**config.mk**
```make
export PLATFORM = sky130hd
export DESIGN_NAME = byte_alu_core
export DESIGN_NICKNAME = d
export VERILOG_FILES = /design/src/rtl/alu_pkg.sv /design/src/rtl/alu_addsub.sv /design/src/rtl/alu_logic.sv /design/src/rtl/alu_decadj.sv /design/src/rtl/alu_spofs.sv /design/src/rtl/byte_alu_core.sv
export SDC_FILE = /design/constraint.sdc
export NUM_CORES = 1
export LEC_CHECK = 0
export BUFFER_PORTS_ARGS = -buffer_cell sky130_fd_sc_hd__buf_2
export CORE_ASPECT_RATIO = 0.7
export CORE_UTILIZATION = 45
export CTS_BUF_LIST = sky130_fd_sc_hd__clkbuf_8
export CTS_CLUSTER_DIAMETER = 40
export DETAILED_ROUTE_END_ITERATION = 10
export PLACE_DENSITY = 0.68
export RECOVER_POWER = 50
export SLEW_MARGIN = 40
export SYNTH_ARGS = -nofsm -noshare
export SYNTH_HDL_FRONTEND = slang
export SYNTH_SLANG_ARGS = --single-unit
```
**constraint.sdc**
```tcl
create_clock -name clk -period 8.2 [get_ports clk]
set_input_delay 1.64 -clock clk [delete_from_list [all_inputs] [get_ports clk]]
set_output_delay 1.64 -clock clk [all_outputs]
set_load 0.02 [all_outputs]
```
**src/rtl/alu_pkg.sv**
```systemverilog
package alu_pkg;
    localparam int DATA_W = 8;
    localparam int WIDE_W = 16;
    localparam int NIB_W  = DATA_W / 2;

    // Flag positions inside the packed flag byte
    localparam int FZ = 7;
    localparam int FN = 6;
    localparam int FH = 5;
    localparam int FC = 4;

    typedef enum logic [3:0] {
        OP_ADD   = 4'd0,
        OP_ADC   = 4'd1,
        OP_SUB   = 4'd2,
        OP_SBC   = 4'd3,
        OP_AND   = 4'd4,
        OP_XOR   = 4'd5,
        OP_OR    = 4'd6,
        OP_CMP   = 4'd7,
        OP_INC   = 4'd8,
        OP_DEC   = 4'd9,
        OP_DAA   = 4'd10,
        OP_SCF   = 4'd11,
        OP_CCF   = 4'd12,
        OP_CPL   = 4'd13,
        OP_SPOFS = 4'd14,
        OP_PASS  = 4'd15
    } alu_op_e;
endpackage

```
**src/rtl/alu_addsub.sv**
```systemverilog
module alu_addsub
    import alu_pkg::*;
#(
    parameter int W = DATA_W
) (
    input  logic [W-1:0] a,
    input  logic [W-1:0] b,
    input  logic         cin,
    input  logic         sub,
    output logic [W-1:0] res,
    output logic         half,
    output logic         carry
);
    localparam int NW = W / 2;

    logic [W:0]  full;
    logic [NW:0] low;

    always_comb begin
        if (sub) begin
            full = {1'b0, a} - {1'b0, b} - {{W{1'b0}}, cin};
            low  = {1'b0, a[NW-1:0]} - {1'b0, b[NW-1:0]} - {{NW{1'b0}}, cin};
        end else begin
            full = {1'b0, a} + {1'b0, b} + {{W{1'b0}}, cin};
            low  = {1'b0, a[NW-1:0]} + {1'b0, b[NW-1:0]} + {{NW{1'b0}}, cin};
        end
        res   = full[W-1:0];
        carry = full[W];
        half  = low[NW];
    end
endmodule

```
**src/rtl/alu_logic.sv**
```systemverilog
module alu_logic
    import alu_pkg::*;
#(
    parameter int W = DATA_W
) (
    input  alu_op_e      op,
    input  logic [W-1:0] a,
    input  logic [W-1:0] b,
    output logic [W-1:0] res,
    output logic         half
);
    always_comb begin
        res  = a;
        half = 1'b0;
        unique case (op)
            OP_AND:  begin res = a & b; half = 1'b1; end
            OP_XOR:  res = a ^ b;
            OP_OR:   res = a | b;
            OP_CPL:  begin res = ~a; half = 1'b1; end
            default: begin res = a; half = 1'b0; end
        endcase
    end
endmodule

```
**src/rtl/alu_decadj.sv**
```systemverilog
module alu_decadj
    import alu_pkg::*;
#(
    parameter int W = DATA_W
) (
    input  logic [W-1:0] a,
    input  logic         n_in,
    input  logic         h_in,
    input  logic         c_in,
    output logic [W-1:0] res,
    output logic         c_out
);
    localparam int NW = W / 2;

    logic [W:0]   stage;
    logic [W-1:0] sub_fix;

    always_comb begin
        // correction after an addition
        stage = {1'b0, a};
        if (a[NW-1:0] > 4'd9 || h_in)
            stage = stage + (W+1)'(6);
        // correction after a subtraction
        sub_fix = a;
        if (h_in) sub_fix = sub_fix + W'(8'hFA);
        if (c_in) sub_fix = sub_fix + W'(8'hA0);

        if (n_in) begin
            res   = sub_fix;
            c_out = c_in;
        end else if (stage[W:NW] > 5'd9 || c_in) begin
            res   = stage[W-1:0] + W'(8'h60);
            c_out = 1'b1;
        end else begin
            res   = stage[W-1:0];
            c_out = 1'b0;
        end
    end
endmodule

```
**src/rtl/alu_spofs.sv**
```systemverilog
module alu_spofs
    import alu_pkg::*;
#(
    parameter int W  = DATA_W,
    parameter int WW = WIDE_W
) (
    input  logic [WW-1:0] sp,
    input  logic [W-1:0]  ofs,
    output logic [WW-1:0] sum,
    output logic          half,
    output logic          carry
);
    localparam int NW = W / 2;

    logic [W:0]  low_byte;
    logic [NW:0] low_nib;

    always_comb begin
        sum      = sp + {{(WW-W){ofs[W-1]}}, ofs};
        low_byte = {1'b0, sp[W-1:0]} + {1'b0, ofs};
        low_nib  = {1'b0, sp[NW-1:0]} + {1'b0, ofs[NW-1:0]};
        carry    = low_byte[W];
        half     = low_nib[NW];
    end
endmodule

```
**src/rtl/byte_alu_core.sv**
```systemverilog
module byte_alu_core
    import alu_pkg::*;
#(
    parameter int W  = DATA_W,
    parameter int WW = WIDE_W
) (
    input  logic          clk,
    input  logic          rst_n,
    input  logic          op_valid,
    input  logic [3:0]    op_sel,
    input  logic [W-1:0]  opnd_a,
    input  logic [W-1:0]  opnd_b,
    input  logic [7:0]    flags_in,
    input  logic [WW-1:0] sp_in,
    output logic [W-1:0]  result,
    output logic [WW-1:0] wide_sum,
    output logic [7:0]    flags_out,
    output logic [7:0]    flag_q
);
    alu_op_e op;
    assign op = alu_op_e'(op_sel);

    logic fz, fn, fh, fc;
    assign fz = flags_in[FZ];
    assign fn = flags_in[FN];
    assign fh = flags_in[FH];
    assign fc = flags_in[FC];

    // adder/subtractor operand steering
    logic [W-1:0] as_b, as_res;
    logic         as_cin, as_sub, as_h, as_c;

    always_comb begin
        as_b   = opnd_b;
        as_cin = 1'b0;
        as_sub = 1'b0;
        unique case (op)
            OP_ADC:         as_cin = fc;
            OP_SUB, OP_CMP: as_sub = 1'b1;
            OP_SBC:         begin as_sub = 1'b1; as_cin = fc; end
            OP_INC:         begin as_b = '0; as_cin = 1'b1; end
            OP_DEC:         begin as_b = '0; as_cin = 1'b1; as_sub = 1'b1; end
            default:        ;
        endcase
    end

    alu_addsub #(.W(W)) u_addsub (
        .a(opnd_a), .b(as_b), .cin(as_cin), .sub(as_sub),
        .res(as_res), .half(as_h), .carry(as_c)
    );

    logic [W-1:0] lg_res;
    logic         lg_h;
    alu_logic #(.W(W)) u_logic (
        .op(op), .a(opnd_a), .b(opnd_b), .res(lg_res), .half(lg_h)
    );

    logic [W-1:0] da_res;
    logic         da_c;
    alu_decadj #(.W(W)) u_decadj (
        .a(opnd_a), .n_in(fn), .h_in(fh), .c_in(fc),
        .res(da_res), .c_out(da_c)
    );

    logic so_h, so_c;
    alu_spofs #(.W(W), .WW(WW)) u_spofs (
        .sp(sp_in), .ofs(opnd_b), .sum(wide_sum), .half(so_h), .carry(so_c)
    );

    // result and flag selection
    logic nz, nn, nh, nc;

    always_comb begin
        result = opnd_a;
        nz = fz; nn = fn; nh = fh; nc = fc;
        unique case (op)
            OP_ADD, OP_ADC: begin
                result = as_res; nz = (as_res == '0); nn = 1'b0; nh = as_h; nc = as_c;
            end
            OP_SUB, OP_SBC: begin
                result = as_res; nz = (as_res == '0); nn = 1'b1; nh = as_h; nc = as_c;
            end
            OP_CMP: begin
                result = opnd_a; nz = (as_res == '0); nn = 1'b1; nh = as_h; nc = as_c;
            end
            OP_AND, OP_XOR, OP_OR: begin
                result = lg_res; nz = (lg_res == '0); nn = 1'b0; nh = lg_h; nc = 1'b0;
            end
            OP_INC: begin
                result = as_res; nz = (as_res == '0); nn = 1'b0; nh = as_h;
            end
            OP_DEC: begin
                result = as_res; nz = (as_res == '0); nn = 1'b1; nh = as_h;
            end
            OP_DAA: begin
                result = da_res; nz = (da_res == '0); nh = 1'b0; nc = da_c;
            end
            OP_SCF: begin nn = 1'b0; nh = 1'b0; nc = 1'b1; end
            OP_CCF: begin nn = 1'b0; nh = 1'b0; nc = ~fc; end
            OP_CPL: begin result = lg_res; nn = 1'b1; nh = lg_h; end
            OP_SPOFS: begin nz = 1'b0; nn = 1'b0; nh = so_h; nc = so_c; end
            OP_PASS: ;
        endcase
        flags_out = {nz, nn, nh, nc, 4'b0000};
    end

    // registered flag byte
    always_ff @(posedge clk or negedge rst_n) begin
        if (!rst_n)        flag_q <= 8'h00;
        else if (op_valid) flag_q <= flags_out;
    end

    AST_FLAG_LOW_ZERO: assert property (@(posedge clk) disable iff (!rst_n)
        (flags_out[3:0] == 4'h0) && (flag_q[3:0] == 4'h0));

    AST_INCDEC_KEEP_C: assert property (@(posedge clk) disable iff (!rst_n)
        (op_sel == 4'd8 || op_sel == 4'd9) |-> (flags_out[FC] == flags_in[FC]));

    AST_SPOFS_ZN_CLEAR: assert property (@(posedge clk) disable iff (!rst_n)
        (op_sel == 4'd14) |-> (flags_out[FZ:FN] == 2'b00));

    AST_LOGIC_NO_CARRY: assert property (@(posedge clk) disable iff (!rst_n)
        (op_sel >= 4'd4 && op_sel <= 4'd6) |-> !flags_out[FC] && !flags_out[FN]);

    AST_FLAGREG_LOAD: assert property (@(posedge clk) disable iff (!rst_n)
        op_valid |=> (flag_q == $past(flags_out)));

    AST_FLAGREG_HOLD: assert property (@(posedge clk) disable iff (!rst_n)
        !op_valid |=> $stable(flag_q));
endmodule

```
==> run summary, run 1 <==
Status: complete, no violations
Int Power: 0.177 mW
Fraction of final layout cells sized beyond drive strength 1: 0.164
P per Cell Area: 102 nW/um^2
# setup viols final: 0
Via count: 3757
Worst Setup Start Kind: input port
RSZ-0062 raised after global routing: false
First-pass GRT wire length: 16400 microns
Worst Path Required: 6560 ps
Yosys warns: 0
CTS Sinks: 4
Initial antenna violation count: 0
Pre-CTS WS: 927 ps
Drt via density: 5.96
Total iterations of the first detailed-routing run: 5
Pwr Total: 0.392 mW
Most common cell after layout, fill and taps aside: buf_2
Largest regs: flag_q x4
Top reg by flops: flag_q
Worst R2R Path Depth: 1
Nets: 643
I/O Pins: 87
TritonCTS Buffers: 3
Largest net degree at the start of global routing: 29
Least-Margin Pin Slew: 977 ps
Rel. slew slack: 0.349
Seq/Total Area, Yosys: 0.0288
Largest register FFs: 4
CTS tree: yes
# DRC: 0
Yosys reg bits: 4
Final hold vios: 0
Initial DRC Count: 379
Power share of the clock group: 0.104
Tot GR Track Use: 0.254
Netlist cell types: 76
Die area: 8090 sq um
Row count: 26
Final slew viol count: 0
Most frequent cells in the layout: buf_2 (58), ha_1 (57), inv_1 (37)
Wire per inst: 16.4 microns
Die width: 107 microns
Final Instance Count excl. Fillers: 630
Hold_sp: flag_q[6]$_DFFE_PN0P_
Post-CTS Setup Repair Bufs: 0
Comb pwr share: 0.834
Ys flop type: dfrtp_1
# diodes: 0
Clk_lat worst skew: 210 ps
Max VDD drop: 0.0755 mV
# Max-Cap Violations: 0
Hold Path Stages: 1
Crit-path max FO: 23
FF-to-FF End: flag_q[7]$_DFFE_PN0P_
Switching share of power: 0.549
Leak: 1.80 nW
Hold EP: flag_q[6]$_DFFE_PN0P_
DRT Wirelength: 10300 microns
Flop pwr share: 0.062
Final GP Congestion: 0.968
Net Switching: 0.216 mW
Mapped Avg Cell Area: 7.26 sq um
Fmax: 0.134 GHz
Post-synth ARST share: 1.00
HP Class: flop to flop
Crit. End Element: output port
Mapped Cells: 479
Vias in the first global route: 3266
Max Root-Sink Buffers: 2
Critical path class: input port to output port
R2r setup slk: 7450 ps
Port Buf Inserts: 74
Placeable core area: 7380 sq um
Overflow after GRT: 0
CTS root buf: clkbuf_8
Number of synthesized flops with an enable pin: 0
Mapped cell area: 3480 sq um
Final worst path period share: 0.912
Detailed Place HPWL: 8410 microns
Hold slack: 503 ps
Die Ht: 75.6 microns
Worst R2R Start: flag_q[7]$_DFFE_PN0P_
Dpl cells: 627
Clock Skew: 0 ps
WP data arrival: 5840 ps
Initial core utilization: 0.471
# hold bufs at CTS: 0
Remaining antenna violation count: 0
H-Tree Level Count: 1
Tmin final: 7480 ps
Clock Pin Slew Worst Setup and Hold Paths: 30 ps
Synth-to-layout area growth: 10.6%
Setup TNS: 0 ps
Final WS setup: 722 ps
# resized after CTS: 0
[critical path: stages]
cell       delay (ps)
clkbuf_1          700
nor3_1            150
buf_4             210
nand2b_1          180
fa_1              460
fa_1              410
nand2b_1          180
a2111oi_0         680
nor2_1            160
xnor2_1           170
nor2_1             50
a21oi_1           320
and3_1            220
o32a_1            150
buf_2             160
[cell families (layout without fill, tap and decap cells)]
family	count (synthesis)	in the layout	synth area share
AOI/OAI and AO/OA	139	139	0.275
xor gates and xnor gates	35	35	0.0881
muxes	14	14	0.0410
other	1	8	0.00108
buffers and inverters	78	124	0.103
DFF	4	4	0.0288
and+or+nand+nor	146	146	0.229
adders and majority gates	62	62	0.234
[metal layers]
metal / GRT usage / share of wire / routed length (microns) / up-vias
met1: 0.385 / 0.48 / 4950 / 1728
met4: 0.0289 / 0.0072 / 74 / 0
met5: 0 / 0 / 0 / -
met3: 0.0282 / 0.096 / 985 / 10
li1: - / - / - / 1851
met2: 0.398 / 0.42 / 4300 / 168
[power by group through the flow]
stage               clock [mW]  combinational, mW  sequential (mW)
floorplan                    0              0.238           0.0284
global route            0.0431              0.361           0.0248
CTS                     0.0420              0.327           0.0244
finish                  0.0408              0.327           0.0244
detailed placement           0              0.325           0.0245
global placement             0              0.319           0.0244
[cells in the mapped netlist (9+ instances only)]
library cell | number | area, sq um
ha_1 | 57 | 713
inv_1 | 37 | 139
nor2_1 | 31 | 116
a21oi_1 | 29 | 145
nand2_1 | 28 | 105
o21ai_0 | 26 | 130
xnor2_1 | 25 | 219
nor3_1 | 14 | 70.1
buf_4 | 13 | 97.6
mux2i_1 | 12 | 120
nand3_1 | 11 | 55.1
xor2_1 | 10 | 87.6
clkbuf_1 | 9 | 33.8
[how the worst max path moves through the flow]
stage,cells after the start,startpoint,slack [ps],to
floorplan,17,op_sel[1],1510,flags_out[7]
global placement,18,op_sel[3],1040,flags_out[7]
global route,15,op_sel[1],410,flags_out[7]
CTS,18,op_sel[3],920,flags_out[7]
detailed placement,18,op_sel[3],930,flags_out[7]
finish,15,op_sel[1],720,flags_out[7]
[cell type report]
class	count	area (sq um)
Tap cell	98	123
Inverter	44	165
Fill cell	747	3540
Clock buffer	3	41.3
Multi-Input combinational cell	404	3050
Timing Repair Buffer	77	373
Sequential cell	4	100
[stage by stage]
step,utilization,area [sq um]
final,0.521,3850
after global routing,0.521,3850
after CTS,0.524,3870
after detailed placement,0.518,3830
after global placement,0.518,3830
after floorplan,-,3510
Power figures use the tool's default switching activity.
==> inputs of run 2 (changes only) <==
- CTS_BUF_LIST: sky130_fd_sc_hd__clkbuf_8 -> sky130_fd_sc_hd__clkbuf_16
==> run summary, run 2 (same netlist as run 1, synthesis figures left out) <==
Status: complete, no violations
# Max-Cap Violations: 0
Largest regs: flag_q x4
Tot GR Track Use: 0.256
# resized after CTS: 0
Die Ht: 75.6 microns
Critical path class: input port to output port
Max Root-Sink Buffers: 2
P per Cell Area: 110 nW/um^2
Fraction of final layout cells sized beyond drive strength 1: 0.164
Comb pwr share: 0.765
Worst R2R Path Depth: 1
Hold Path Stages: 1
Row count: 26
# DRC: 0
Max VDD drop: 0.122 mV
Wire per inst: 16.6 microns
Hold EP: flag_q[4]$_DFFE_PN0P_
Largest register FFs: 4
Initial core utilization: 0.471
Vias in the first global route: 3268
Total iterations of the first detailed-routing run: 7
CTS Sinks: 4
FF-to-FF End: flag_q[6]$_DFFE_PN0P_
Worst R2R Start: flag_q[6]$_DFFE_PN0P_
Least-Margin Pin Slew: 956 ps
Synth-to-layout area growth: 11.6%
Hold_sp: flag_q[4]$_DFFE_PN0P_
Final GP Congestion: 0.968
Final worst path period share: 0.909
Crit. End Element: output port
TritonCTS Buffers: 3
First-pass GRT wire length: 16400 microns
Initial antenna violation count: 0
Placeable core area: 7380 sq um
# diodes: 0
HP Class: flop to flop
DRT Wirelength: 10400 microns
R2r setup slk: 7450 ps
Initial DRC Count: 462
Tmin final: 7460 ps
CTS root buf: clkbuf_16
Worst Path Required: 6560 ps
Final slew viol count: 0
Fmax: 0.134 GHz
Largest net degree at the start of global routing: 29
Remaining antenna violation count: 0
# setup viols final: 0
Overflow after GRT: 0
# hold bufs at CTS: 0
Int Power: 0.208 mW
I/O Pins: 87
H-Tree Level Count: 1
Nets: 643
Most frequent cells in the layout: buf_2 (58), ha_1 (57), inv_1 (37)
Worst Setup Start Kind: input port
Clock Pin Slew Worst Setup and Hold Paths: 30 ps
Final Instance Count excl. Fillers: 630
Flop pwr share: 0.057
WP data arrival: 5820 ps
Switching share of power: 0.515
Die area: 8090 sq um
Most common cell after layout, fill and taps aside: buf_2
Setup TNS: 0 ps
Clk_lat worst skew: 220 ps
CTS tree: yes
Port Buf Inserts: 74
Final WS setup: 744 ps
Post-CTS Setup Repair Bufs: 0
Via count: 3782
Detailed Place HPWL: 8410 microns
RSZ-0062 raised after global routing: false
Leak: 1.81 nW
Top reg by flops: flag_q
Hold slack: 513 ps
Final hold vios: 0
Crit-path max FO: 23
Drt via density: 6.00
Dpl cells: 627
Die width: 107 microns
Pre-CTS WS: 927 ps
Rel. slew slack: 0.362
Net Switching: 0.221 mW
Clock Skew: 0 ps
Power share of the clock group: 0.178
run 2: cell counts in the layout (fill, tap and decap cells not counted):
No cell type changed its count.
run 2: worst max-delay path by stage:
stage                   start           end  slack [ps]  depth (start not counted)
global placement    op_sel[3]  flags_out[7]        1040                         18
CTS                 op_sel[3]  flags_out[7]         920                         18
finish              op_sel[1]  flags_out[7]         740                         15
global route        op_sel[1]  flags_out[7]         410                         15
detailed placement  op_sel[3]  flags_out[7]         930                         18
floorplan           op_sel[1]  flags_out[7]        1510                         17
run 2: layout make-up:
class	count	area, sq um
multi-input combinational	404	3050
clock buffer	3	75.1
inverter	44	165
timing repair buffer	77	373
sequential	4	100
fill	740	3500
tap	98	123
run 2: power groups by stage:
stage | logic [mW] | clock network, mW | registers, mW
after floorplan | 0.238 | 0 | 0.0284
after global placement | 0.319 | 0 | 0.0244
after detailed placement | 0.325 | 0 | 0.0245
after CTS | 0.327 | 0.0770 | 0.0243
after global routing | 0.361 | 0.0791 | 0.0248
final | 0.328 | 0.0762 | 0.0245
run 2: critical path: stages:
cell and delay [ps]:
clkbuf_1 690, nor3_1 140, buf_4 210, nand2b_1 180, fa_1 460, fa_1 410, nand2b_1 180, a2111oi_0 670
nor2_1 160, xnor2_1 170, nor2_1 50, a21oi_1 320, and3_1 220, o32a_1 150, buf_2 160
run 2: stage by stage:
step                       util  cell area (sq um)  total power [mW]
after floorplan               -               3510             0.267
after global placement    0.518               3830             0.343
final                     0.526               3880             0.429
after CTS                 0.528               3900             0.429
after global routing      0.526               3880             0.465
after detailed placement  0.518               3830             0.350
run 2: layer usage:
metal  vias to the layer above  GRT usage  share of wire
li1                       1845          -              -
met1                      1744      0.386           0.48
met2                       183      0.399           0.42
met3                        10     0.0308          0.094
met4                         0     0.0274         0.0052
met5                         -          0              0
